`src/rtl/adc_trig_pkg.sv`:
```
package adc_trig_pkg;
    typedef enum logic [1:0] {
        ST_IDLE  = 2'd0,
        ST_ARMED = 2'd1,
        ST_FIRE  = 2'd2
    } trig_state_t;
endpackage

```
`src/rtl/adc_trig_mux.sv`:
```
module adc_trig_mux #(
    parameter int NUM_EVT = 7,
    parameter int SEL_W   = $clog2(NUM_EVT + 1)
) (
    input  logic [SEL_W-1:0]   sel,
    input  logic [NUM_EVT-1:0] flags,
    input  logic               done,
    output logic               mux_o
);
    localparam int NUM_SRC = NUM_EVT + 1;

    // Source 0 is the completion flag; source k+1 is event flag k.
    logic [NUM_SRC-1:0] src_vec;

    assign src_vec[0] = done;
    for (genvar k = 0; k < NUM_EVT; k++) begin : g_src
        assign src_vec[k+1] = flags[k];
    end

    always_comb begin
        mux_o = 1'b0;
        for (int i = 0; i < NUM_SRC; i++) begin
            if (sel == SEL_W'(i)) mux_o = src_vec[i];
        end
    end
endmodule

```
`src/rtl/adc_trig_edge.sv`:
```
module adc_trig_edge #(
    parameter int SEL_W = 3
) (
    input  logic             clk,
    input  logic             rst,
    input  logic [SEL_W-1:0] sel,
    input  logic             mux_in,
    output logic             edge_o
);
    logic             prev_q;
    logic [SEL_W-1:0] sel_q;
    logic             enter_free;

    // Entering mode 0 must not look like an edge.
    assign enter_free = (sel == '0) && (sel_q != '0);
    assign edge_o     = mux_in && !prev_q && !enter_free;

    always_ff @(posedge clk) begin
        if (rst) begin
            prev_q <= 1'b0;
            sel_q  <= '0;
        end else begin
            prev_q <= mux_in;
            sel_q  <= sel;
        end
    end

    // A level that stays high yields no second edge.
    p_level_no_repeat_r3: assert property (@(posedge clk) disable iff (rst)
        ($past(!rst) && $past(mux_in) && mux_in) |-> !edge_o);
endmodule

```
`src/rtl/adc_trig_sel.sv`:
```
module adc_trig_sel
    import adc_trig_pkg::*;
#(
    parameter int NUM_EVT = 7,
    parameter int SEL_W   = $clog2(NUM_EVT + 1)
) (
    input  logic               clk,
    input  logic               rst,
    input  logic [SEL_W-1:0]   src_sel,
    input  logic               auto_en,
    input  logic               conv_en,
    input  logic [NUM_EVT-1:0] evt_flags,
    input  logic               conv_done,
    input  logic               conv_busy,
    output logic               start_o
);
    trig_state_t state_q, state_d;
    logic        mux_sig;
    logic        edge_sig;

    adc_trig_mux #(.NUM_EVT(NUM_EVT), .SEL_W(SEL_W)) u_mux (
        .sel   (src_sel),
        .flags (evt_flags),
        .done  (conv_done),
        .mux_o (mux_sig)
    );

    adc_trig_edge #(.SEL_W(SEL_W)) u_edge (
        .clk    (clk),
        .rst    (rst),
        .sel    (src_sel),
        .mux_in (mux_sig),
        .edge_o (edge_sig)
    );

    // Next-state logic
    always_comb begin
        unique case (state_q)
            ST_IDLE, ST_ARMED, ST_FIRE: begin
                if (!(auto_en && conv_en))        state_d = ST_IDLE;   // T_DISABLE
                else if (edge_sig && !conv_busy)  state_d = ST_FIRE;   // T_EDGE
                else                              state_d = ST_ARMED;  // T_WAIT
            end
            default:                              state_d = ST_IDLE;
        endcase
    end

    // State register
    always_ff @(posedge clk) begin
        if (rst) state_q <= ST_IDLE;
        else     state_q <= state_d;
    end

    // Output process
    always_comb begin
        start_o = (state_q == ST_FIRE);
    end

    p_auto_off_r2: assert property (@(posedge clk) disable iff (rst)
        !auto_en |=> !start_o);

    p_conv_off_r5: assert property (@(posedge clk) disable iff (rst)
        !conv_en |=> !start_o);

    p_busy_drop_r8: assert property (@(posedge clk) disable iff (rst)
        conv_busy |=> !start_o);

    p_single_pulse_r9: assert property (@(posedge clk) disable iff (rst)
        start_o |=> !start_o);

    p_reset_clear_r10: assert property (@(posedge clk)
        rst |=> !start_o);

    p_free_entry_r6: assert property (@(posedge clk) disable iff (rst)
        ($past(!rst) && src_sel == '0 && $past(src_sel) != '0) |=> !start_o);

    p_free_restart_r7: assert property (@(posedge clk) disable iff (rst)
        ($past(!rst) && auto_en && conv_en && !conv_busy && src_sel == '0 &&
         $past(src_sel) == '0 && conv_done && !$past(conv_done)) |=> start_o);
endmodule

```
`config.mk`:
```
export PLATFORM = sky130hd
export DESIGN_NAME = adc_trig_sel
export DESIGN_NICKNAME = d
export VERILOG_FILES = /design/src/rtl/adc_trig_pkg.sv /design/src/rtl/adc_trig_mux.sv /design/src/rtl/adc_trig_edge.sv /design/src/rtl/adc_trig_sel.sv
export SDC_FILE = /design/constraint.sdc
export NUM_CORES = 1
export LEC_CHECK = 0
export BUFFER_PORTS_ARGS = -buffer_cell sky130_fd_sc_hd__buf_2
export CAP_MARGIN = 40
export CORE_AREA = 2 2 39 41
export DETAILED_ROUTE_END_ITERATION = 10
export DIE_AREA = 0 0 41 43
export SLEW_MARGIN = 30
export SYNTH_ARGS = -nofsm -noshare
export SYNTH_HDL_FRONTEND = slang
export SYNTH_HIERARCHICAL = 1
export SYNTH_SLANG_ARGS = --single-unit
```
`constraint.sdc`:
```
create_clock -name clk -period 3.7 [get_ports clk]
set_input_delay 0.37 -clock clk [delete_from_list [all_inputs] [get_ports clk]]
set_output_delay 0.37 -clock clk [all_outputs]
set_load 0.05 [all_outputs]
```
==> metrics.txt <==
# TYPE chip_impl_metric gauge
chip_impl_metric{name="placed_area",unit="sq um"} 379
chip_impl_metric{name="grt_pass1_vias",unit=""} 239
chip_impl_metric{name="dp_hpwl",unit="um"} 451
chip_impl_metric{name="vias_per_cell",unit=""} 4.00
chip_impl_metric{name="cellLeakagePower",unit="nW"} 0.192
chip_impl_metric{name="syn-instance-count",unit=""} 23
chip_impl_metric{name="syn-mean-instance-area",unit="sq um"} 12.1
chip_impl_metric{name="cp_data_arrival_time",unit="ns"} 1.79
chip_impl_metric{name="ctsHoldBuffers",unit=""} 0
chip_impl_metric{name="grt_usage",unit="%"} 7.57
chip_impl_metric{name="grt_max_degree",unit=""} 7
chip_impl_metric{name="timing_hold_violations_final",unit=""} 0
chip_impl_info{name="synth_ff_type",value="sky130_fd_sc_hd__dfxtp_1"} 1
chip_impl_info{name="setup.worst_path.end_class",value="register"} 1
chip_impl_info{name="result_of_the_run",value="completed"} 1
chip_impl_info{name="yosys.area.top_type",value="sky130_fd_sc_hd__dfxtp_1"} 1
chip_impl_metric{name="synth.ff_latch_count",unit=""} 6
chip_impl_metric{name="synth_edf_count",unit=""} 0
chip_impl_metric{name="gp_routability_congestion",unit=""} 0.624
chip_impl_metric{name="start_util",unit="%"} 20.2
chip_impl_metric{name="seq_area_frac_synth",unit="%"} 43.0
chip_impl_metric{name="ys_types",unit=""} 12
chip_impl_metric{name="top_achievable_clock_speed",unit="MHz"} 605
chip_impl_metric{name="synth-warning-count",unit=""} 6
chip_impl_info{name="post_synth_main_area_contributors",value="sky130_fd_sc_hd__dfxtp_1, sky130_fd_sc_hd__mux4_1, sky130_fd_sc_hd__nor2b_1"} 1
chip_impl_metric{name="area_of_the_placeable_core",unit="sq um"} 1380
chip_impl_metric{name="setup_violations_final",unit=""} 0
chip_impl_metric{name="max-cap-violations",unit=""} 0
chip_impl_metric{name="die_width",unit="um"} 41
chip_impl_metric{name="async_reset_ff_share",unit="%"} 0
chip_impl_metric{name="final.setup.tns",unit="ns"} 0
chip_impl_metric{name="cp_max_fo",unit=""} 4
chip_impl_metric{name="finish.instance_area",unit="sq um"} 402
chip_impl_metric{name="tritoncts_num_sinks",unit=""} 6
chip_impl_metric{name="worst_slew_pin_slew",unit="ns"} 0.247
chip_impl_metric{name="final_max_slew_viol_count",unit=""} 0
chip_impl_metric{name="netlist_area_before_placement",unit="sq um"} 279
chip_impl_metric{name="die_h",unit="um"} 43
chip_impl_info{name="crit_path_start_kind",value="primary input"} 1
chip_impl_metric{name="antenna-diode-count",unit=""} 0
chip_impl_metric{name="timing.final.crit_period",unit="ns"} 1.65
chip_impl_metric{name="design_power_total",unit="mW"} 0.149
chip_impl_metric{name="cellPowerDensity",unit="nW/um^2"} 371
chip_impl_info{name="synth_top_cells_by_count",value="sky130_fd_sc_hd__dfxtp_1, sky130_fd_sc_hd__nor2b_1, sky130_fd_sc_hd__mux4_1"} 1
chip_impl_metric{name="post_cts.resized_instances",unit=""} 0
chip_impl_info{name="min_path_type",value="primary input to register"} 1
chip_impl_metric{name="cts.path.max_buffers",unit=""} 2
chip_impl_metric{name="synth_largest_type_area_fraction",unit="%"} 43.0
chip_impl_info{name="grt_setup_unrepaired",value="false"} 1
chip_impl_metric{name="cp_data_required_time",unit="ns"} 3.84
chip_impl_metric{name="slew_headroom",unit="%"} 83.6
chip_impl_metric{name="grt_first_pass_wirelength",unit="um"} 869
chip_impl_metric{name="syn_nets",unit=""} 39
chip_impl_metric{name="io_buffer_count",unit=""} 16
chip_impl_metric{name="worst_ir_drop_vdd",unit="V"} 0.000124
chip_impl_metric{name="final_min_period_over_clock_period",unit="%"} 44.7
chip_impl_metric{name="grt_overflow",unit=""} 0
chip_impl_metric{name="post_drt_antenna_nets",unit=""} 0
chip_impl_metric{name="areaGrowthSynthToFinish",unit="%"} 43.9
chip_impl_metric{name="dr.first_iter.drc_count",unit=""} 1
chip_impl_metric{name="fin_worst_skew",unit="ns"} 0.00417
chip_impl_metric{name="num_vias",unit=""} 232
chip_impl_info{name="library_cell_used_as_clock_root_buffer",value="sky130_fd_sc_hd__clkbuf_4"} 1
chip_impl_metric{name="cts_setup_buffers",unit=""} 0
chip_impl_metric{name="clock_latency",unit="ns"} 0.23
chip_impl_metric{name="final_layout_size_suffix_gt1_share",unit="%"} 50.0
chip_impl_metric{name="layout.nets",unit=""} 60
chip_impl_metric{name="drc",unit=""} 0
chip_impl_metric{name="route.detailed.wl_per_inst",unit="um"} 8.74
chip_impl_metric{name="grt_antenna_before_repair",unit=""} 0
chip_impl_info{name="worstSetupPathType",value="primary input to register"} 1
chip_impl_metric{name="worst_setup_hold_path_clk_slew",unit="ns"} 0.04
chip_impl_info{name="cts_tree",value="yes"} 1
chip_impl_metric{name="num_cts_buffers",unit=""} 3
chip_impl_metric{name="drt_pass1_iterations",unit=""} 2
chip_impl_metric{name="io-pin-count",unit=""} 17
chip_impl_metric{name="number_of_cell_rows",unit=""} 14
chip_impl_metric{name="htree_num_levels",unit=""} 1
chip_impl_metric{name="drt_wl_total",unit="um"} 507
chip_impl_metric{name="die_area",unit="sq um"} 1760
==> layout make-up <==
type                       count  area (sq um)
clock buffer                   3          22.5
fill                         145           982
inverter                       1          3.75
multi-input combinational     16           155
sequential                     6           120
tap                           16          20.0
timing repair buffer          16          80.1
==> worst max-delay path, stage by stage <==
cell and delay [ns]:
sky130_fd_sc_hd__buf_2 0.12, sky130_fd_sc_hd__mux4_1 0.56, sky130_fd_sc_hd__mux2_2 0.29, sky130_fd_sc_hd__nand2b_1 0.07, sky130_fd_sc_hd__a21oi_1 0.03, sky130_fd_sc_hd__nor2b_1 0.13, sky130_fd_sc_hd__nor4_1 0.22
==> path summary, 6_finish.rpt <==
| kind | startpoint | endpoint | slack (ns) | cells after the start |
|---|---|---|---|---|
| max reg2reg | u_edge/sel_q[1]$_SDFF_PP0_ | state_q[1]$_SDFF_PP0_ | 2.48 | 4 |
| min reg2reg | state_q[1]$_SDFF_PP0_ | state_q[0]$_SDFF_PP0_ | 0.56 | 2 |
| max | src_sel[0] | state_q[0]$_SDFF_PP0_ | 2.05 | 7 |
| min | rst | u_edge/sel_q[2]$_SDFF_PP0_ | 0.38 | 2 |
==> cell families after synthesis <==
group | Yosys count | share of synthesized area, %
simple gates | 11 | 27.4
flops | 6 | 43.1
mux | 3 | 22.9
compound gates | 2 | 5.38
buf+inv | 1 | 1.34
==> state kept, by name (all words and copies together), names as in the netlist <==
name	flops
state_q	2
u_edge/prev_q	1
u_edge/sel_q	3
==> stage by stage <==
stage | instances | worst slack [ns] | hold slack (ns) | utilization [%]
floorplan | 23 | 2.06 | 0.442 | -
global placement | 55 | 1.85 | 0.545 | 27.4
finish | 58 | 2.05 | 0.380 | 29.0
CTS | 58 | 2.04 | 0.377 | 29.0
detailed placement | 55 | 1.80 | 0.547 | 27.4
global route | 58 | 1.95 | 0.376 | 29.0
==> layer usage <==
metal  global-route usage (%)  vias to the layer above  wire, um
met1                     9.15                       93       215
li1                         -                      123         -
met2                     10.6                       16       209
met3                     5.24                        0        82
met4                     2.00                        0         0
met5                        0                        -         0
==> layout by cell type, fill, tap and decap left out <==
master	Yosys	routed
sky130_fd_sc_hd__a21bo_1	1	1
sky130_fd_sc_hd__a21oi_1	1	1
sky130_fd_sc_hd__buf_2	0	16
sky130_fd_sc_hd__clkbuf_4	0	3
sky130_fd_sc_hd__dfxtp_1	6	6
sky130_fd_sc_hd__inv_1	1	1
sky130_fd_sc_hd__mux2_2	1	1
sky130_fd_sc_hd__mux4_1	2	2
sky130_fd_sc_hd__nand2b_1	1	1
sky130_fd_sc_hd__nor2b_1	6	6
sky130_fd_sc_hd__nor3_1	1	1
sky130_fd_sc_hd__nor4_1	1	1
sky130_fd_sc_hd__nor4b_2	1	1
sky130_fd_sc_hd__or3_1	1	1
==> power breakdown <==
group	internal [mW]	switching (mW)
Sequential	0.0683	0.000750
Clock	0.0364	0.0198
Combinational	0.0149	0.00889
No activity file was read; power rests on OpenSTA's default activity.
